==> src/rtl/wdog_pkg.sv <==
package wdog_pkg;
  localparam int DATA_W = 8;
  localparam int SEL_W  = 3;

  localparam logic [1:0] ADR_CTRL = 2'd0;
  localparam logic [1:0] ADR_LOAD = 2'd1;
  localparam logic [1:0] ADR_KEY1 = 2'd2;
  localparam logic [1:0] ADR_KEY2 = 2'd3;

  localparam logic [DATA_W-1:0] KEY1_VAL = 8'hA5;
  localparam logic [DATA_W-1:0] KEY2_VAL = 8'h5A;

  localparam int CB_RUN  = 0;
  localparam int CB_FLAG = 1;
  localparam int CB_WDM  = 2;
  localparam int CB_IE   = 3;
  localparam int CB_TAP  = 5;

  typedef enum logic {KS_IDLE = 1'b0, KS_HALF = 1'b1} key_state_e;
endpackage

==> src/rtl/wdog_prescale.sv <==
module wdog_prescale #(
  parameter int DIV_W = 5,
  parameter int PRE_W = 12,
  parameter int SEL_W = 3
) (
  input  logic             clk_i,
  input  logic             rst_ni,
  input  logic             tick_i,
  input  logic             clear_i,
  input  logic [SEL_W-1:0] sel_i,
  output logic             step_o
);
  localparam int CNT_W    = DIV_W + PRE_W;
  localparam int NTAP     = 1 << SEL_W;
  localparam int TAP_BASE = CNT_W - (NTAP - 1);

  logic [CNT_W-1:0] cnt_q, cnt_d;
  logic [NTAP-1:0]  tap_full;

  for (genvar k = 0; k < NTAP; k++) begin : g_tap
    assign tap_full[k] = &cnt_q[TAP_BASE+k-1:0];
  end

  assign step_o = tick_i & ~clear_i & tap_full[sel_i];

  always_comb begin
    cnt_d = cnt_q;
    if (clear_i)     cnt_d = '0;
    else if (tick_i) cnt_d = cnt_q + 1'b1;
  end

  always_ff @(posedge clk_i or negedge rst_ni) begin
    if (!rst_ni) cnt_q <= '0;
    else         cnt_q <= cnt_d;
  end

  // a step always leaves the low tap bits at zero, so two steps never abut
  a_r2_step_spacing: assert property (@(posedge clk_i) disable iff (!rst_ni)
    step_o |=> !step_o);
endmodule

==> src/rtl/wdog_downcnt.sv <==
module wdog_downcnt #(
  parameter int W = 8
) (
  input  logic         clk_i,
  input  logic         rst_ni,
  input  logic         step_i,
  input  logic         reload_i,
  input  logic [W-1:0] load_i,
  output logic [W-1:0] cnt_o,
  output logic         uflow_o
);
  logic [W-1:0] cnt_q, cnt_d;
  logic [W-1:0] shadow_q, shadow_d;

  assign uflow_o = step_i & ~reload_i & (cnt_q == '0);
  assign cnt_o   = cnt_q;

  always_comb begin
    shadow_d = shadow_q;
    cnt_d    = cnt_q;
    if (reload_i) begin
      shadow_d = load_i;
      cnt_d    = load_i;
    end else if (step_i) begin
      cnt_d = (cnt_q == '0) ? shadow_q : cnt_q - 1'b1;
    end
  end

  always_ff @(posedge clk_i or negedge rst_ni) begin
    if (!rst_ni) begin
      cnt_q    <= '0;
      shadow_q <= '0;
    end else begin
      cnt_q    <= cnt_d;
      shadow_q <= shadow_d;
    end
  end

  // an underflow leaves the counter holding the shadow value
  a_r3_reload_shadow: assert property (@(posedge clk_i) disable iff (!rst_ni)
    uflow_o |=> cnt_q == $past(shadow_q));
  // a plain step lowers the count by one
  a_r3_decrement: assert property (@(posedge clk_i) disable iff (!rst_ni)
    (step_i && !reload_i && cnt_q != '0) |=> cnt_q == W'($past(cnt_q) - 1'b1));
endmodule

==> src/rtl/wdog_feed_seq.sv <==
module wdog_feed_seq
  import wdog_pkg::*;
(
  input  logic              clk_i,
  input  logic              rst_ni,
  input  logic              wr_en_i,
  input  logic [1:0]        wr_addr_i,
  input  logic [DATA_W-1:0] wr_data_i,
  input  logic              arm_i,
  output logic              feed_ok_o,
  output logic              feed_bad_o
);
  key_state_e st_q, st_d;
  logic       pend_q, pend_d;
  logic       is_k1, is_k2, k1_good, k2_good, is_ctrl;

  assign is_k1   = wr_en_i & (wr_addr_i == ADR_KEY1);
  assign is_k2   = wr_en_i & (wr_addr_i == ADR_KEY2);
  assign is_ctrl = wr_en_i & (wr_addr_i == ADR_CTRL);
  assign k1_good = is_k1 & (wr_data_i == KEY1_VAL);
  assign k2_good = is_k2 & (wr_data_i == KEY2_VAL);

  always_comb begin
    st_d       = st_q;
    feed_ok_o  = 1'b0;
    feed_bad_o = 1'b0;
    if (wr_en_i) begin
      unique case (st_q)
        KS_IDLE: begin
          if (k1_good)             st_d = KS_HALF;
          else if (is_k1 || is_k2) feed_bad_o = 1'b1;
          else if (pend_q)         feed_bad_o = 1'b1;
        end
        KS_HALF: begin
          st_d = KS_IDLE;
          if (k2_good) feed_ok_o  = 1'b1;
          else         feed_bad_o = 1'b1;
        end
        default: st_d = KS_IDLE;
      endcase
    end
  end

  always_comb begin
    pend_d = pend_q;
    if (feed_ok_o || feed_bad_o) pend_d = 1'b0;
    else if (is_ctrl && arm_i)   pend_d = 1'b1;
  end

  always_ff @(posedge clk_i or negedge rst_ni) begin
    if (!rst_ni) begin
      st_q   <= KS_IDLE;
      pend_q <= 1'b0;
    end else begin
      st_q   <= st_d;
      pend_q <= pend_d;
    end
  end

  // one write cannot both complete and spoil the key pair
  a_r6_exclusive: assert property (@(posedge clk_i) disable iff (!rst_ni)
    $onehot0({feed_ok_o, feed_bad_o}));
  // completion only from the half-keyed state
  a_r4_ok_after_half: assert property (@(posedge clk_i) disable iff (!rst_ni)
    feed_ok_o |-> st_q == KS_HALF);
  // a completed pair discharges a pending control write
  a_r7_pend_cleared: assert property (@(posedge clk_i) disable iff (!rst_ni)
    (pend_q && feed_ok_o) |=> !pend_q);
endmodule

==> src/rtl/wdog_timer.sv <==
module wdog_timer
  import wdog_pkg::*;
#(
  parameter int DIV_W = 5,
  parameter int PRE_W = 12
) (
  input  logic              clk_i,
  input  logic              rst_ni,
  input  logic              wr_en_i,
  input  logic [1:0]        wr_addr_i,
  input  logic [DATA_W-1:0] wr_data_i,
  input  logic [1:0]        rd_addr_i,
  output logic [DATA_W-1:0] rd_data_o,
  input  logic              src_sel_i,
  input  logic              osc_tick_i,
  input  logic              pwr_down_i,
  output logic              rst_req_o,
  output logic              irq_o
);
  logic [1:0] rsync_q;
  logic       rst_n;

  always_ff @(posedge clk_i or negedge rst_ni) begin
    if (!rst_ni) rsync_q <= '0;
    else         rsync_q <= {rsync_q[0], 1'b1};
  end
  assign rst_n = rsync_q[1];

  logic              run_q, run_d, wdm_q, wdm_d, ie_q, ie_d, flag_q, flag_d;
  logic [SEL_W-1:0]  tap_q, tap_d;
  logic [DATA_W-1:0] load_q, load_d, cnt;
  logic              rreq_q, rreq_d;
  logic              ctrl_wr, locked, wd_now, arm, tick, step, uflow;
  logic              feed_ok, feed_bad;

  assign ctrl_wr = wr_en_i & (wr_addr_i == ADR_CTRL);
  assign locked  = run_q & wdm_q;
  assign wd_now  = run_q & wdm_q;
  assign arm     = run_d & wdm_d;
  assign tick    = run_q & (src_sel_i ? osc_tick_i : ~pwr_down_i);

  always_comb begin
    run_d  = run_q;
    wdm_d  = wdm_q;
    ie_d   = ie_q;
    tap_d  = tap_q;
    load_d = load_q;
    flag_d = flag_q;
    if (ctrl_wr) begin
      run_d = wr_data_i[CB_RUN] | locked;
      wdm_d = wr_data_i[CB_WDM] | locked;
      ie_d  = wr_data_i[CB_IE];
      tap_d = wr_data_i[CB_TAP +: SEL_W];
      if (!wr_data_i[CB_FLAG]) flag_d = 1'b0;
    end
    if (uflow) flag_d = 1'b1;
    if (wr_en_i && wr_addr_i == ADR_LOAD) load_d = wr_data_i;
    rreq_d = wd_now & (uflow | feed_bad);
  end

  always_ff @(posedge clk_i or negedge rst_n) begin
    if (!rst_n) begin
      run_q  <= 1'b0;
      wdm_q  <= 1'b0;
      ie_q   <= 1'b0;
      tap_q  <= '0;
      load_q <= '0;
      flag_q <= 1'b0;
      rreq_q <= 1'b0;
    end else begin
      run_q  <= run_d;
      wdm_q  <= wdm_d;
      ie_q   <= ie_d;
      tap_q  <= tap_d;
      load_q <= load_d;
      flag_q <= flag_d;
      rreq_q <= rreq_d;
    end
  end

  wdog_feed_seq i_feed (
    .clk_i      (clk_i),
    .rst_ni     (rst_n),
    .wr_en_i    (wr_en_i),
    .wr_addr_i  (wr_addr_i),
    .wr_data_i  (wr_data_i),
    .arm_i      (arm),
    .feed_ok_o  (feed_ok),
    .feed_bad_o (feed_bad)
  );

  wdog_prescale #(.DIV_W(DIV_W), .PRE_W(PRE_W), .SEL_W(SEL_W)) i_pre (
    .clk_i   (clk_i),
    .rst_ni  (rst_n),
    .tick_i  (tick),
    .clear_i (feed_ok),
    .sel_i   (tap_q),
    .step_o  (step)
  );

  wdog_downcnt #(.W(DATA_W)) i_cnt (
    .clk_i    (clk_i),
    .rst_ni   (rst_n),
    .step_i   (step),
    .reload_i (feed_ok),
    .load_i   (load_q),
    .cnt_o    (cnt),
    .uflow_o  (uflow)
  );

  always_comb begin
    unique case (rd_addr_i)
      ADR_CTRL: rd_data_o = {tap_q, 1'b0, ie_q, wdm_q, flag_q, run_q};
      ADR_LOAD: rd_data_o = load_q;
      ADR_KEY1: rd_data_o = cnt;
      default:  rd_data_o = '0;
    endcase
  end

  assign rst_req_o = rreq_q;
  assign irq_o     = flag_q & ie_q & ~wdm_q;

  // the enable pair, once set, persists until power-on reset
  a_r10_lock: assert property (@(posedge clk_i) disable iff (!rst_n)
    (run_q && wdm_q) |=> (run_q && wdm_q));
  // the flag only rises after an underflow
  a_r5_flag_cause: assert property (@(posedge clk_i) disable iff (!rst_n)
    $rose(flag_q) |-> $past(uflow));
  // outside watchdog mode no reset request follows
  a_r8_no_reset_timer: assert property (@(posedge clk_i) disable iff (!rst_n)
    !wdm_q |=> !rst_req_o);
  // the count holds while the gated peripheral clock is off
  a_r11_hold_powerdown: assert property (@(posedge clk_i) disable iff (!rst_n)
    (!src_sel_i && pwr_down_i && !wr_en_i) |=> cnt == $past(cnt));
endmodule

==> config.mk <==
export PLATFORM = sky130hd
export DESIGN_NAME = wdog_timer
export DESIGN_NICKNAME = d
export VERILOG_FILES = /design/src/rtl/wdog_pkg.sv /design/src/rtl/wdog_prescale.sv /design/src/rtl/wdog_downcnt.sv /design/src/rtl/wdog_feed_seq.sv /design/src/rtl/wdog_timer.sv
export SDC_FILE = /design/constraint.sdc
export NUM_CORES = 1
export LEC_CHECK = 0
export CORE_MARGIN = 2
export CORE_UTILIZATION = 47
export DETAILED_ROUTE_END_ITERATION = 6
export GPL_ROUTABILITY_DRIVEN = 0
export HOLD_SLACK_MARGIN = 0.15
export PLACE_DENSITY = 0.69
export SLEW_MARGIN = 20
export SYNTH_ARGS = -nofsm -noshare
export SYNTH_HDL_FRONTEND = slang
export SYNTH_HIERARCHICAL = 1
export SYNTH_SLANG_ARGS = --single-unit
==> constraint.sdc <==
create_clock -name clk_i -period 4.8 [get_ports clk_i]
set_input_delay 0.72 -clock clk_i [delete_from_list [all_inputs] [get_ports clk_i]]
set_output_delay 0.72 -clock clk_i [all_outputs]
set_load 0.05 [all_outputs]
# Word level (Yosys, flattened, before mapping)
# Index checks and enable logic that the tools add are counted.
# Widths: inputs -> output; s select.
# word_totals
word_cells	93
ff_bits	53
out_inout_bits	10
input_bits	18
# classes
order_cmp	1
n_addsub	2
n_bitwise	22
n_mux	27
n_eq_ne	8
reduce_logical	20
# op_table
cell	count
$mux 17	2
$mux 8	3
$pmux 8 s3	1
$mux 1	18
$add 17x1->17 const B	1
$reduce_and 17->1	1
$reduce_and 16->1	1
$and 1x1->1	15
$reduce_and 15->1	1
$reduce_and 14->1	1
$reduce_and 13->1	1
$reduce_and 12->1	1
$reduce_and 11->1	1
$reduce_and 10->1	1
$eq 8x7->1 const B	1
$eq 8x8->1 const B	1
$logic_not 8->1	1
$reduce_bool 2->1	4
$sub 8x1->8 const B	1
$eq 2x2->1 const B	3
$eq 2x1->1 const B	2
$logic_not 2->1	2
$lt 3x4->1 const B	1
$not 1->1	4
other kinds (7)	12

# Depth between registers and ports, before layout
# depth
ltp_word	13
mapped_depth	14
mapped_depth_nobuf	13

# By module
# The synthesis kept the hierarchy.
# by_module_without_submodules
module	seq_area_each_um2	area_each_um2	cells_each	instances
wdog_prescale	425.4	934.6	100	1
wdog_downcnt	400.4	884.6	80	1
wdog_timer	450.4	879.6	67	1
wdog_feed_seq	50.0	175.2	17	1

# Worst setup path before layout
# No wires, ideal clock.
# synth_timing
kind	reg-to-reg
startpoint	reg i_pre.cnt_q[0]
endpoint	reg flag_q
synth_period_minus_slack_ns	2.819
setup_slack_ns	1.981
path_buffers	1
setup_time_ns	0.077
arrival_time_ns	2.741
required_ns	4.723
path_stages_with_launch	15
path_cell_list	dfrtp_1 > ha_1 > nand4_1 > nor4_1 > and3_1 > ha_1 > nor2b_1 > o21ai_0 > o211ai_1 > a2111oi_0 > nand2b_1 > clkbuf_1 > nor2_1 > nor2_1 > a21oi_1
# synth_between
word_cells_on_any_way	17
cone_classes	eq/ne (1); mux (3); bitwise (3); reduce/logical (10)
# synth_lines
element	line_no	text
start, declared	wdog_prescale.sv:17	logic [CNT_W-1:0] cnt_q, cnt_d;
start signal, assigned	wdog_prescale.sv:34	else cnt_q <= cnt_d;
$reduce_and 17->1, or another cell as far along	wdog_prescale.sv:21	assign tap_full[k] = &cnt_q[TAP_BASE+k-1:0];
$bmux 1 s3 (*)	wdog_prescale.sv:24	assign step_o = tick_i & ~clear_i & tap_full[sel_i];
$mux 1 (implied by the code) (*)	wdog_prescale.sv:24	
$and 1x1->1 (*)	wdog_prescale.sv:24	
via step	wdog_timer.sv:33	logic ctrl_wr, locked, wd_now, arm, tick, step, uflow;
$and 1x1->1 (*) (2 in series)	wdog_downcnt.sv:15	assign uflow_o = step_i & ~reload_i & (cnt_q == '0);
$mux 1 (*)	wdog_timer.sv:56	if (uflow) flag_d = 1'b1;
via flag_d	wdog_timer.sv:29	logic run_q, run_d, wdm_q, wdm_d, ie_q, ie_d, flag_q, flag_d;
end signal, assigned	wdog_timer.sv:76	flag_q <= flag_d;
end, declared	wdog_timer.sv:29	
# The timed path passes the listed nets; every way through them passes the cells marked *. The select of a mux whose other input is x is not followed.
# A chain may end at the register's enable or synchronous reset.

# Final worst setup path
# layout_timing
startpoint	in rd_addr_i[1]
endpoint	out rd_data_o[0]
# layout_between
elab_chain_cells	2
word_cells_on_any_way	4
cone_classes	eq/ne (2); mux (1); reduce/logical (1)
# layout_rtl
element	line_no	text
start, declared	wdog_timer.sv:12	input logic [1:0] rd_addr_i,
$eq 2x2->1, or another cell as far along	wdog_timer.sv:112	unique case (rd_addr_i)
$pmux 8 s3 (*)	wdog_timer.sv:112	
end, declared	wdog_timer.sv:13	output logic [DATA_W-1:0] rd_data_o,
# Every way passes the cells marked *; elsewhere a longest branch is shown, timed or not.

==> metrics <==
# clock sinks 53; Multi-input gate area 1460 µm²; fillers 529; synthesized area per cell 10.9 µm²; Gate power share 33.5%; worst skew pair latency 0.31 ns; endpoint class of the critical path output pin; worst-margin pin slew 0.797 ns; Async S/R FF share, synth 100%; top cell type's share of synthesized area 46.1%; GRT Resource Usage Total 20.1%; total negative slack 0 ns; Inserted Clock Buffers 5; via count 2101; Critical Path RT 4.08 ns; WHS 0.356 ns; P per Cell Area 417 nW/µm²; fmax 0.270 GHz; cell total after placement 358; die area 6760 µm²; LEAKAGE 1.44 nW; number of nets with antenna violations after routing 0; Hold Path Class reg2reg; largest net degree at the start of global routing 52; TritonCTS clock tree yes; initial drt markers 89; Slew Limit Fails 0; Die W 82.2 µm; Crit Path Max Fanout 9; mux contribution to synthesized area 12.7%; critical path type in2out; Layout area overhead 15.1%; htree depth 2; clock share of power 19.8%; layout cell share with drive strength beyond 1 16.5%; final hold violations 0; DRC errors left 0; Max rail drop VDD 0.000308 V; hold_buf cts 0; post-DP HPWL 4350 µm; Final Core Density 55.9%; initial antenna violation count 0; Post-synth EDFFs 0; row cnt 28; Synth area leader dfrtp_1; Pint 0.000870 W; switch share 37.0%; DR pass1 iterations 4; prevailing post-synth register cell dfrtp_1; Tcrit/Tclk final 77.3%; Post-Synth XOR/XNOR Area 3.66%; Setup Viol. Count Final 0; crit start category input port; crit path time final 3.71 ns; largest family of logic cells by synthesized area simple AND/OR/NAND/NOR gates; DR WL/cell 16.8 µm; Core Footprint 5920 µm²; Starting Density 48.5%; # resized after CTS 0; proportion of power drawn by flip-flops and latches 46.6%; total gr overflow 0; clock tree buffer depth 2; Gate Count Post-Synth 264; Post-Syn Area 2870 µm²; register area 1330 µm²; Warnings, synthesis 6; Area contributors post-synth dfrtp_1 46%, mux2_2 7.8%, mux2i_1 4.9%, nor2_1 3.1%, o21ai_0 2.6%; clock-pin slew on the worst setup and hold paths 0.09 ns; first-pass GRT wire length 10300 µm; RSZ-0062 raised after global routing false; antenna cell count 0; Net Switching 0.000510 W; PortBufs 27; post-synthesis sequential area ratio 46.1%; synthesized-area fraction occupied by adder cells 1.74%; max-cap check violation count 0; most frequent cell after synthesis dfrtp_1; Worst Skew 0.00698 ns; slew margin rel. 45.5%; #FFs+latches synth 53; Routed WL 6150 µm; total chip power 0.00138 W; vias in the first global route 2136; post-synthesis net count 286; Synth Area in Compound Gates 14.1%; non-filler cells, final 366; I/O pin count 28; status completed; simple-gate share of the synthesized area 18.0%; Via density 5.74; postcts setup bufs 0; post-synthesis cell type count 58; Commonest cells post-synth 53 x dfrtp_1, 24 x nor2_1, 20 x mux2_2, 15 x o21ai_0, 14 x mux2i_1; Worst EP arrival 2.99 ns; chip height 82.2 µm; clk root buf clkbuf_8; Final nets 312
[final timing paths]
check | start | end | slack, ns | depth (start not counted)
max | rd_addr_i[1] | rd_data_o[0] | 1.09 | 4
min | rsync_q[0]$_DFF_PN0_ | rsync_q[1]$_DFF_PN0_ | 0.36 | 0
max reg2reg | i_pre/cnt_q[0]$_DFFE_PN0P_ | flag_q$_DFFE_PN0P_ | 1.34 | 13
min reg2reg | rsync_q[0]$_DFF_PN0_ | rsync_q[1]$_DFF_PN0_ | 0.36 | 0
max in group asynchronous | rsync_q[1]$_DFF_PN0_ | i_cnt/cnt_o[5]$_DFFE_PN0P_ | 3.99 | 1
min in group asynchronous | rsync_q[1]$_DFF_PN0_ | i_feed/st_q$_DFFE_PN0P_ | 0.38 | 1
[placed cells by master, fill, tap and decap left out, types with 2 or more instances in the layout]
master and count:
a21boi_0 2, a21oi_1 7, a22o_1 2, a22oi_1 7
a31oi_1 2, and3_1 2, and4b_1 2, buf_4 3
clkbuf_8 6, clkdlybuf4s50_1 27, dfrtp_1 52, ha_1 4
inv_1 10, mux2_2 20, mux2i_1 14, nand2_1 9
nand2b_1 2, nand3_1 5, nand4_1 3, nand4b_1 2
nor2_1 24, nor2b_1 2, nor3_1 4, nor3b_1 2
nor4_1 2, o21ai_0 15, o2bb2ai_1 8, o31ai_2 2
or3_1 6, or4_1 2, or4b_1 3, xnor2_1 5
xor2_1 7
[layer usage]
layer | up-vias | track usage, % | share of wire (%)
li1 | 1028 | - | -
met1 | 1011 | 27.2 | 47
met2 | 53 | 31.7 | 47
met3 | 9 | 3.80 | 3.9
met4 | 0 | 8.50 | 2.1
met5 | - | 0 | 0
[logic make-up (layout without fill, tap and decap cells)]
group,Yosys count,count (layout)
buf+inv,21,48
other cells,1,1
mux,34,34
simple gates,83,83
flops,53,53
fa+ha+maj,4,4
compound gates,56,56
xor+xnor,12,12
[cell type report]
| cell class | count | share of cell area (%) |
|---|---|---|
| clock buffer | 6 | 2.50 |
| clock inverter | 2 | 0.530 |
| inverter | 10 | 1.14 |
| multi-input combinational | 190 | 44.0 |
| sequential | 53 | 40.1 |
| tap | 75 | 2.84 |
| timing repair buffer | 30 | 8.85 |
[registers in the layout, summed over array words and instances (netlist names)]
signal and cells:
i_cnt/cnt_o 8, rst_req_o 1, i_pre/cnt_q 17, load_q 8, ie_q 1, tap_q 3
flag_q 1, wdm_q 1, i_feed/pend_q 1, rsync_q 2, i_cnt/shadow_q 8, i_feed/st_q 1
run_q 1
[power groups by stage]
stage                     sequential (W)  clock [W]  combinational [W]
after floorplan                 0.000619          0           0.000356
after global placement          0.000649          0           0.000453
after detailed placement        0.000650          0           0.000461
after CTS                       0.000642   0.000282           0.000463
after global routing            0.000660   0.000296           0.000510
final                           0.000644   0.000273           0.000463
[through the flow]
step | instance area (µm²) | setup slack, ns
after floorplan | 2870 | 1.98
after global placement | 3210 | 1.15
after detailed placement | 3210 | 1.14
after CTS | 3310 | 1.13
after global routing | 3310 | 0.906
final | 3310 | 1.09
[worst max-delay path, cell delays in order]
cell             delay, ns
clkdlybuf4s50_1       0.66
nor2b_1               0.59
o2bb2ai_1             0.19
clkdlybuf4s50_1       0.83
Note: power is estimated with default switching activity, not from simulation.
